$ cat src/rtl/rd_credit_refill_pkg.sv
package rd_credit_refill_pkg;
  localparam int GRANT_W = 2;
  localparam int MAX_TARGET = 32;

  // Strobes from control to datapath, valid for the current cycle
  typedef struct packed {
    logic initActive;  // start-up batch still being sent
    logic initPair;    // at least two start-up credits remain
    logic returnEn;    // owed credits may be paid out
  } ctrlStrobes_t;
endpackage

$ cat src/rtl/rd_credit_refill_ctrl.sv
module rd_credit_refill_ctrl
  import rd_credit_refill_pkg::*;
#(
  parameter int TARGET = 2
) (
  input  logic         clk,
  input  logic         rstN,
  input  logic         holdReturns,
  output ctrlStrobes_t strobes
);
  localparam int CNT_W = $clog2(TARGET + 1);
  localparam logic [CNT_W-1:0] TARGET_C = CNT_W'(TARGET);

  logic [CNT_W-1:0] initLeft;

  always_comb begin
    strobes.initActive = (initLeft != '0);
    strobes.initPair   = (initLeft > CNT_W'(1));
    strobes.returnEn   = (initLeft == '0) && !holdReturns;
  end

  always_ff @(posedge clk or negedge rstN) begin
    if (!rstN) begin
      initLeft <= TARGET_C;
    end else if (strobes.initActive) begin
      initLeft <= strobes.initPair ? (initLeft - CNT_W'(2)) : '0;
    end
  end
endmodule

$ cat src/rtl/rd_credit_refill_path.sv
module rd_credit_refill_path
  import rd_credit_refill_pkg::*;
#(
  parameter int TARGET = 2
) (
  input  logic               clk,
  input  logic               rstN,
  input  logic               readSeen,
  input  ctrlStrobes_t       strobes,
  output logic [GRANT_W-1:0] creditGrant
);
  localparam int CNT_W = $clog2(TARGET + 1);

  logic [CNT_W-1:0]   owed;
  logic [CNT_W-1:0]   owedNext;
  logic [GRANT_W-1:0] retCount;
  logic [GRANT_W-1:0] issue;

  always_comb begin
    if (!strobes.returnEn) begin
      retCount = 2'd0;
    end else if (owed > CNT_W'(1)) begin
      retCount = 2'd2;
    end else begin
      retCount = {1'b0, owed[0]};
    end
  end

  always_comb begin
    if (strobes.initActive) begin
      issue = strobes.initPair ? 2'd2 : 2'd1;
    end else begin
      issue = retCount;
    end
  end

  assign owedNext = owed - CNT_W'(retCount) + CNT_W'(readSeen);

  always_ff @(posedge clk or negedge rstN) begin
    if (!rstN) begin
      owed        <= '0;
      creditGrant <= '0;
    end else begin
      owed        <= owedNext;
      creditGrant <= issue;
    end
  end
endmodule

$ cat src/rtl/rd_credit_refill.sv
module rd_credit_refill
  import rd_credit_refill_pkg::*;
#(
  parameter int TARGET = 2
) (
  input  logic       clk,
  input  logic       rstN,
  input  logic       readSeen,
  input  logic       holdReturns,
  output logic [1:0] creditGrant
);
  generate
    if (TARGET < 1 || TARGET > MAX_TARGET) begin : g_badTarget
      $error("rd_credit_refill: TARGET must lie in 1..32");
    end
  endgenerate

  ctrlStrobes_t strobes;

  rd_credit_refill_ctrl #(.TARGET(TARGET)) uCtrl (
    .clk        (clk),
    .rstN       (rstN),
    .holdReturns(holdReturns),
    .strobes    (strobes)
  );

  rd_credit_refill_path #(.TARGET(TARGET)) uPath (
    .clk        (clk),
    .rstN       (rstN),
    .readSeen   (readSeen),
    .strobes    (strobes),
    .creditGrant(creditGrant)
  );
endmodule

$ cat config.mk
export PLATFORM = sky130hd
export DESIGN_NAME = rd_credit_refill
export DESIGN_NICKNAME = d
export VERILOG_FILES = /design/src/rtl/rd_credit_refill_pkg.sv /design/src/rtl/rd_credit_refill_ctrl.sv /design/src/rtl/rd_credit_refill_path.sv /design/src/rtl/rd_credit_refill.sv
export SDC_FILE = /design/constraint.sdc
export NUM_CORES = 1
export LEC_CHECK = 0
export CORE_AREA = 8 8 45 47
export DETAILED_ROUTE_END_ITERATION = 8
export DIE_AREA = 0 0 53 55
export DONT_BUFFER_PORTS = 1
export SYNTH_ARGS = -nofsm -noshare
export SYNTH_HDL_FRONTEND = slang
export SYNTH_SLANG_ARGS = --single-unit
$ cat constraint.sdc
create_clock -name clk -period 2.85 [get_ports clk]
set_input_delay 0.1425 -clock clk [delete_from_list [all_inputs] [get_ports clk]]
set_output_delay 0.1425 -clock clk [all_outputs]
set_load 0.01 [all_outputs]
[Word level (Yosys, flattened, before mapping)]
Cells that the tools add are included.
W data, S select, Z words.
Storage, ports and cells
  input bits: 4
  bits in registers: 6
Cells by class
  $add $sub $neg: 3
  order comparisons: 2
  reduce and logical (&&, ||, !) cells: 4
  mux-type cells: 5
Operators by type and width (number)
  $mux W2: 5
  $gt A2 B1 Y1 const B: 2
  $add A2 B1 Y2: 1
  $logic_not A2 Y1: 1
  $reduce_bool A2 Y1: 1
  $sub A2 B2 Y2: 1
  $sub A2 B2 Y2 const B: 1
  $logic_and A1 B1 Y1: 1
  $logic_not A1 Y1: 1

[Longest topological paths before layout]
Gate-level depths: netlist (run 1).
  word-level depth: 5
  depth in mapped cells: 7
  depth with buffers taken out: 7

[Cells and area by module]
Synthesis (run 1) repeated with hierarchy kept, for this count alone.
Unflattened totals
  cell total of the unflattened synthesis: 22
  area, all modules: 242.7 µm²
Modules (own cells, without submodules)
  rd_credit_refill_path: cells an instance 18, seq. area each 100.1 µm², times used 1, area each 205.2 µm²
  rd_credit_refill_ctrl: cells an instance 4, seq. area each 26.3 µm², times used 1, area each 37.5 µm²

[Worst setup path before layout (run 1)]
OpenSTA, ideal clock, no wires.
  kind: reg2reg
  from: register uCtrl.initLeft[1]
  to: register uPath.owed[1]
  arrival: 1316 ps
  setup time: 125 ps
  path slack: 1409 ps
  stages on the path, launching flop included: 7
  data required time: 2725 ps
  cell sequence: dfstp_2 nor4_1 ha_1 inv_1 ha_1 xor2_1 xnor2_1
Between the ends
  longest elaborated chain between the ends: 5
RTL lines
  from (decl): RTL line rd_credit_refill_ctrl.sv:14  | logic [CNT_W-1:0] initLeft;
  from (signal assigned): RTL line rd_credit_refill_ctrl.sv:26  | initLeft <= strobes.initPair ? (initLeft - CNT_W'(2)) : '0;
  $logic_not A2 Y1: RTL line rd_credit_refill_ctrl.sv:19  | strobes.returnEn = (initLeft == '0) && !holdReturns;
  $logic_and A1 B1 Y1: RTL line rd_credit_refill_ctrl.sv:19
  $mux W2: RTL line rd_credit_refill_path.sv:20  | if (!strobes.returnEn) begin
  $sub A2 B2 Y2: RTL line rd_credit_refill_path.sv:37  | assign owedNext = owed - CNT_W'(retCount) + CNT_W'(readSeen);
  $add A2 B1 Y2: RTL line rd_credit_refill_path.sv:37
  named net uPath.owedNext[1]: RTL line rd_credit_refill_path.sv:15  | logic [CNT_W-1:0] owedNext;
  to (signal assigned): RTL line rd_credit_refill_path.sv:44  | owed <= owedNext;
  to (decl): RTL line rd_credit_refill_path.sv:14  | logic [CNT_W-1:0] owed;
The timed path passes the listed nets, and every way through them passes these cells.
A chain may end at the register's enable or synchronous reset.

[Final worst setup path (run 1)]
Ends and elaborated chain as after synthesis.

==> run_results.csv, run 1 <==
group,metric,value,unit
cells_and_area,design_area,275,sq um
yosys,synth_top_cell_area_share,47.9,%
cells_and_area,finish.utilization,19.9,%
floorplanning,die_h,55,microns
worst_setup_path,critical-path-max-stage-delay,0.37,ns
cells_and_area,insertedDiodeCount,0,
drt,via_per_inst,3.46,
placed_design,place_area,229,sq um
run,cap_violations,0,
worst_setup_path,crit_path_cell_trace,"nor4_1 > ha_1 > inv_1 > ha_1 > xor2_1 > xnor2_1",
worst_setup_path,path_class,"flip-flop to flip-flop",
cells_and_area,drive_gt1_share,17.4,%
clock_network,cts_tree,"built",
yosys,ys_ff_latch,5,
clock_network,clockBufferDepth,2,
yosys,synthCells,17,
floorplanning,design.die.area,0.00292,sq mm
yosys,synth.distinct_cells,10,
clock_network,htree_levels,1,
worst_setup_path,crit_path_top_delay_cell,"dfstp_2",
timing,tns,0,ns
clock_network,clkSinkCount,5,
clock_network,clkLatencyLatePin,0.24,ns
status,status,"complete, no violations",
yosys,synth_top_family_by_area,"adder cells",
clock_network,cts_root_buffer,"clkbuf_4",
worst_setup_path,crit_fanout,4,
global_route,grt_overflow_total,0,
timing,rsz0062_at_grt,"no",
floorplanning,die_w,53,microns
clock_network,cts_resized,0,
yosys,synthesis.area,209,sq um
yosys,ys_warn_count,0,
clock_network,clk_pin_slew_worst_paths,0.04,ns
yosys,synth_compound_gate_area_share,5.99,%
drt,routedWlPerCell,9.97,microns
placed_design,place_inst,33,
placed_design,gp_congestion,0.639,
timing,setup_viol,0,
global_route,grt_max_degree,6,
power,vdd.ir_drop.worst,0.000264,V
timing,period_share,53.5,%
drt,dr.pass1.iters,3,
clock_network,numCtsBuffers,3,
drt,num_vias,135,
worst_setup_path,path_common_cell,"ha_1",
global_route,antenna_found_initial,0,
cells_and_area,fin_cells,39,
yosys,synth_top_area_cell,"dfrtp_1",
drt,drc_errors,0,
power,power.density,875,mW/mm^2
yosys,synth-seq-area-share,60.5,%
floorplanning,core-area,0.00138,sq mm
floorplanning,io_pins,6,
yosys,syn_nets,23,
global_route,grt_pass1_vias,135,
yosys,synth-adder-area-share,12.0,%
yosys,synth-simple-area-share,5.99,%
worst_setup_path,start_kind,"flip-flop",
drt,routed_wl,389,microns
timing,final.min_clock_period,1.53,ns
yosys,synth_area_leaders,"dfrtp_1 (48%), dfstp_2 (13%), ha_1 (12%), nor4_1 (6.0%), inv_1 (5.4%)",
clock_network,postCtsSetupBuffers,0,
yosys,avgSynthCellArea,12.3,sq um
power,leakage,0.000136,uW
min_path,hp-class,"input pin to flip-flop",
drt,ant_nets,0,
worst_setup_path,critPathArrivalTime,1.65,ns
worst_setup_path,cp_top_family,"adder cells",
timing,maxSlewViolCount,0,
timing,hold_viol_final,0,
worst_setup_path,cp-end-kind,"flip-flop",
placed_design,portBuffers,0,
yosys,synthMuxAreaShare,0,%
floorplanning,std_cell_rows,14,
worst_setup_path,cp_num_buf_inv,1,
cells_and_area,syn_to_final_growth,31.7,%
timing,fmax,656,MHz
worst_setup_path,cp.required,2.98,ns
worst_setup_path,r2r_slack,1.32,ns
global_route,grtUsageTotal,3.62,%
floorplanning,start_util,15.1,%
cells_and_area,nets,30,
timing,skew,0.000780,ns
global_route,grt_pass1_wl,634,microns
drt,drt_iter0_markers,1,
yosys,synth_xor_area_share,8.38,%
## synthesized netlist by cell type, drive strengths merged
cell / count
a21o: 1
o21ai: 1
dfstp: 1
conb: 1
inv: 3
nor4: 2
xor2: 1
xnor2: 1
ha: 2
dfrtp: 4
## routing by layer
metal | up-vias | GRT usage (%) | wire length [microns]
met5 | - | 0 | 0
met4 | 0 | 0 | 0
met3 | 0 | 6.15 | 82
met2 | 9 | 5.08 | 155
met1 | 58 | 2.61 | 151
li1 | 68 | - | -
## layout by cell type (no fill, tap or decap), drive strengths merged, types with 2 or more instances in the layout
| cell | netlist | routed |
|---|---|---|
| dlygate4sd3 | 0 | 2 |
| nor4 | 2 | 2 |
| ha | 2 | 2 |
| inv | 3 | 3 |
| dfrtp | 4 | 4 |
| clkbuf | 0 | 4 |
## cell families (layout without fill, tap and decap cells)
| family | after synthesis | count (layout) |
|---|---|---|
| flip-flops | 5 | 5 |
| buffers and inverters | 3 | 9 |
| adder cells (fa/ha/maj) | 2 | 2 |
| AO/OA/AOI/OAI | 2 | 2 |
| XOR/XNOR | 2 | 2 |
| AND/OR/NAND/NOR | 2 | 2 |
| other | 1 | 1 |
## final timing paths
kind                            cells past startpoint                        endpoint                           from
max in group asynchronous                           1   uCtrl.initLeft[1]$_DFFE_PN1P_                           rstN
worst max register to register                      6         uPath.owed[1]$_DFF_PN0_  uCtrl.initLeft[1]$_DFFE_PN1P_
worst min-delay path                                1         uPath.owed[0]$_DFF_PN0_                       readSeen
worst max-delay path                                6         uPath.owed[1]$_DFF_PN0_  uCtrl.initLeft[1]$_DFFE_PN1P_
worst min register to register                      1  uPath.creditGrant[0]$_DFF_PN0_        uPath.owed[1]$_DFF_PN0_
min in group asynchronous                           1  uPath.creditGrant[1]$_DFF_PN0_                           rstN
## metrics by stage
step | worst slack, ns | total power (uW) | hold WS (ns)
3_5_place_dp | 1.30 | 157 | -0.153
3_3_place_gp | 1.33 | 155 | -0.153
5_1_grt | 1.21 | 265 | 0.0173
4_1_cts | 1.29 | 247 | 0.0279
2_1_floorplan | 1.41 | 148 | -0.153
6_report | 1.32 | 241 | 0.0352
## power breakdown
| group | internal [uW] | switching (uW) | total [uW] |
|---|---|---|---|
| Combinational | 25.5 | 25.7 | 51.3 |
| Sequential | 92.5 | 14.4 | 107 |
| Clock | 53.0 | 29.7 | 82.7 |
## flip-flops by register name (all words and copies together) (netlist names)
name / cells
uCtrl.initLeft: 1
uPath.creditGrant: 2
uPath.owed: 2
## worst reg2reg max path, cell delays in order, from the launching register on
cell and delay (ns):
dfstp_2 0.37, nor4_1 0.30, ha_1 0.28, inv_1 0.05
ha_1 0.14, xor2_1 0.18, xnor2_1 0.09
## layout make-up
type,instances,area [sq um]
flip-flops and latches,5,126
repair buffers,2,20.0
well taps,16,20.0
inverters,3,11.3
multi-input cells,9,71.3
clock buffers,4,26.3
fillers,146,1110
## timing repair
action	4_1_cts	5_1_grt
endpoints found under the setup margin	0	0
endpoints found under the hold margin	6	0
hold buffers	2	0
Power figures use the tool's default switching activity.
==> run 2: changes to the inputs <==
--- a/config.mk
+++ b/config.mk
@@ -5,6 +5,7 @@
 export SDC_FILE = /design/constraint.sdc
 export NUM_CORES = 1
 export LEC_CHECK = 0
+export ABC_AREA = 1
 export CORE_AREA = 8 8 45 47
 export DETAILED_ROUTE_END_ITERATION = 8
 export DIE_AREA = 0 0 53 55
==> constraint.sdc (replaced) <==
create_clock -name clk -period 1.5 [get_ports clk]
set_input_delay 0.075 -clock clk [delete_from_list [all_inputs] [get_ports clk]]
set_output_delay 0.075 -clock clk [all_outputs]
set_load 0.01 [all_outputs]
==> run_results.csv, run 2 <==
group,metric,value,unit
timing,rsz0062_at_grt,"yes",
worst_setup_path,cp-end-kind,"flip-flop",
placed_design,hpwl,354,microns
drt,drc_errors,0,
yosys,ys_warn_count,0,
placed_design,portBuffers,0,
worst_setup_path,cp.required,1.63,ns
worst_setup_path,crit_path_cell_trace,"nor2_2 > nand2_1 > nor2_1 > ha_1 > inv_2 > ha_4 > inv_2 > nand2_1 > nand2_1 > nand2_1 > nand2_1",
timing,maxSlewViolCount,0,
floorplanning,die_w,53,microns
global_route,grt_overflow_total,0,
drt,ant_nets,0,
min_path,hp-class,"input pin to flip-flop",
yosys,synth_top_area_cell,"dfrtp_1",
global_route,grt_pass1_vias,184,
cells_and_area,drive_gt1_share,28.9,%
yosys,yosys_most_used_dff,"dfrtp_1",
worst_setup_path,crit_fanout,3,
floorplanning,std_cell_rows,14,
worst_setup_path,cp_num_buf_inv,2,
timing,period_share,99.2,%
worst_setup_path,worstSetupStartpoint,"uCtrl.initLeft[1]$_DFFE_PN1P_",
yosys,async_flop_share,100,%
timing,setup_viol,0,
worst_setup_path,path_class,"flip-flop to flip-flop",
clock_network,cts_tree,"built",
clock_network,clkSinkCount,5,
floorplanning,die_h,55,microns
timing,skew,0.000348,ns
global_route,grtUsageTotal,4.00,%
worst_setup_path,start_kind,"flip-flop",
cells_and_area,nets,45,
yosys,syn_nets,35,
yosys,post-synth-top-count-cell,"nand2_1",
yosys,synth_top_cell_area_share,41.5,%
clock_network,numCtsBuffers,3,
worst_setup_path,critPathArrivalTime,1.62,ns
yosys,synthCells,29,
floorplanning,io_pins,6,
clock_network,cts_root_buffer,"clkbuf_4",
floorplanning,design.die.area,0.00292,sq mm
worst_setup_path,cp_top_family,"flip-flops",
timing,hold_viol_final,0,
drt,routed_wl,437,microns
worst_setup_path,path_common_cell,"nand2_1",
drt,routedWlPerCell,8.09,microns
global_route,grt_pass1_wl,724,microns
yosys,synth_area_leaders,"dfrtp_1 (41%), nand2_1 (16%), dfstp_2 (11%), ha_1 (10%), inv_1 (6.2%)",
timing,final.min_clock_period,1.49,ns
cells_and_area,syn_to_final_growth,43.0,%
power,vdd.ir_drop.worst,0.000399,V
timing,holdWs,0.0280,ns
floorplanning,start_util,17.5,%
power,leakage,0.000171,uW
drt,num_vias,186,
timing,tns,0,ns
global_route,grt_max_degree,6,
cells_and_area,insertedDiodeCount,0,
clock_network,clkLatencyLatePin,0.24,ns
yosys,synth.distinct_cells,11,
worst_setup_path,critical-path-max-stage-delay,0.54,ns
drt,drt_iter0_markers,0,
status,status,"complete, no violations",
worst_setup_path,r2r-end,"uPath.owed[1]$_DFF_PN0_",
yosys,synth_edf_count,0,
yosys,synthesis.area,241,sq um
worst_setup_path,path_depth,11,
drt,via_per_inst,3.44,
yosys,synth-seq-area-share,52.3,%
yosys,avgSynthCellArea,8.33,sq um
drt,dr.pass1.iters,1,
power,power.density,1560,mW/mm^2
yosys,ys_ff_latch,5,
clock_network,postCtsSetupBuffers,0,
worst_setup_path,crit_path_top_delay_cell,"dfstp_2",
cells_and_area,mostFrequentLayoutCell,"nand2_1",
run,cap_violations,0,
cells_and_area,fillers,160,
clock_network,clk_pin_slew_worst_paths,0.04,ns
placed_design,gp_congestion,0.706,
min_path,min_path_cells,3,
clock_network,clockBufferDepth,2,
worst_setup_path,reg2regPathDepth,11,
clock_network,htree_levels,1,
timing,fmax,672,MHz
yosys,synth_common_cells,"nand2_1 (10), dfrtp_1 (4), inv_1 (4)",
cells_and_area,largestRegisters,"uPath.creditGrant: 2 flops, uPath.owed: 2 flops, uCtrl.initLeft: 1 flops",
worst_setup_path,r2r_slack,0.01,ns
global_route,antenna_found_initial,0,
worst_setup_path,crit_end,"uPath.owed[1]$_DFF_PN0_",
worst_setup_path,r2r_start,"uCtrl.initLeft[1]$_DFFE_PN1P_",
cells_and_area,layout_common_cells,"nand2_1 (10), dfrtp_1 (4)",
floorplanning,core-area,0.00138,sq mm
==> run 2: timing repair <==
item,in CTS,in global routing
setup endpoints to repair,1,1
endpoints found under the hold margin,7,0
gates resized for setup,2,2
pin swaps,0,0
hold buffers,3,0
==> run 2: power breakdown <==
part	internal, uW	switching (uW)	leakage, uW
clock network	100	53.7	0.0000150
registers	175	23.4	0.0000594
logic	89.6	96.3	0.0000966
total	365	173	0.000171
==> run 2: tightest hold or removal path: cells and delay by family <==
family	cells	cell delay [ns]
and+or+nand+nor	2	0.10
AOI/OAI and AO/OA	1	0.05
==> run 2: kinds of logic after synthesis <==
logic type,after synthesis,synth area share (%)
other cells,1,1.55
compound gates,2,5.18
fa+ha+maj,2,10.4
buf+inv,5,7.77
flops,5,52.3
simple gates,14,22.8
==> run 2: area by class of cell <==
class,instances,area [sq um],area share [%]
clock buffers,4,26.3,7.61
multi-input cells,19,109,31.5
inverters,5,18.8,5.43
flip-flops and latches,5,126,36.6
repair buffers,5,45.0,13.0
well taps,16,20.0,5.80
==> run 2: worst min-delay path by stage <==
stage | startpoint | end | slack, ns
after floorplan | rstN | uPath.creditGrant[0]$_DFF_PN0_ | -0.22
after global placement | rstN | uPath.creditGrant[1]$_DFF_PN0_ | -0.22
after detailed placement | rstN | uPath.owed[1]$_DFF_PN0_ | -0.22
after CTS | holdReturns | uPath.owed[1]$_DFF_PN0_ | 0.02
after global routing | holdReturns | uPath.owed[1]$_DFF_PN0_ | 0.05
final | holdReturns | uPath.owed[1]$_DFF_PN0_ | 0.03
==> run 2: per-stage QoR <==
| stage | util [%] | cells | total power [uW] | worst slack [ns] | area [sq um] |
|---|---|---|---|---|---|
| 4_1_cts | 24.2 | 54 | 530 | -0.0470 | 335 |
| 3_3_place_gp | 20.0 | 47 | 347 | -0.0317 | 277 |
| 2_1_floorplan | - | 29 | 303 | 0.0250 | 241 |
| 6_report | 25.0 | 54 | 538 | 0.0125 | 345 |
| 3_5_place_dp | 20.0 | 47 | 353 | -0.0522 | 277 |
| 5_1_grt | 25.0 | 54 | 600 | -0.116 | 345 |
==> run 2: metal layers <==
layer  routed length [microns]  vias up  global-route usage (%)
li1                          -      102                       -
met4                         0        0                    2.59
met1                       211       77                    3.67
met2                       155        7                    4.49
met5                         0        -                       0
met3                        71        0                    5.35
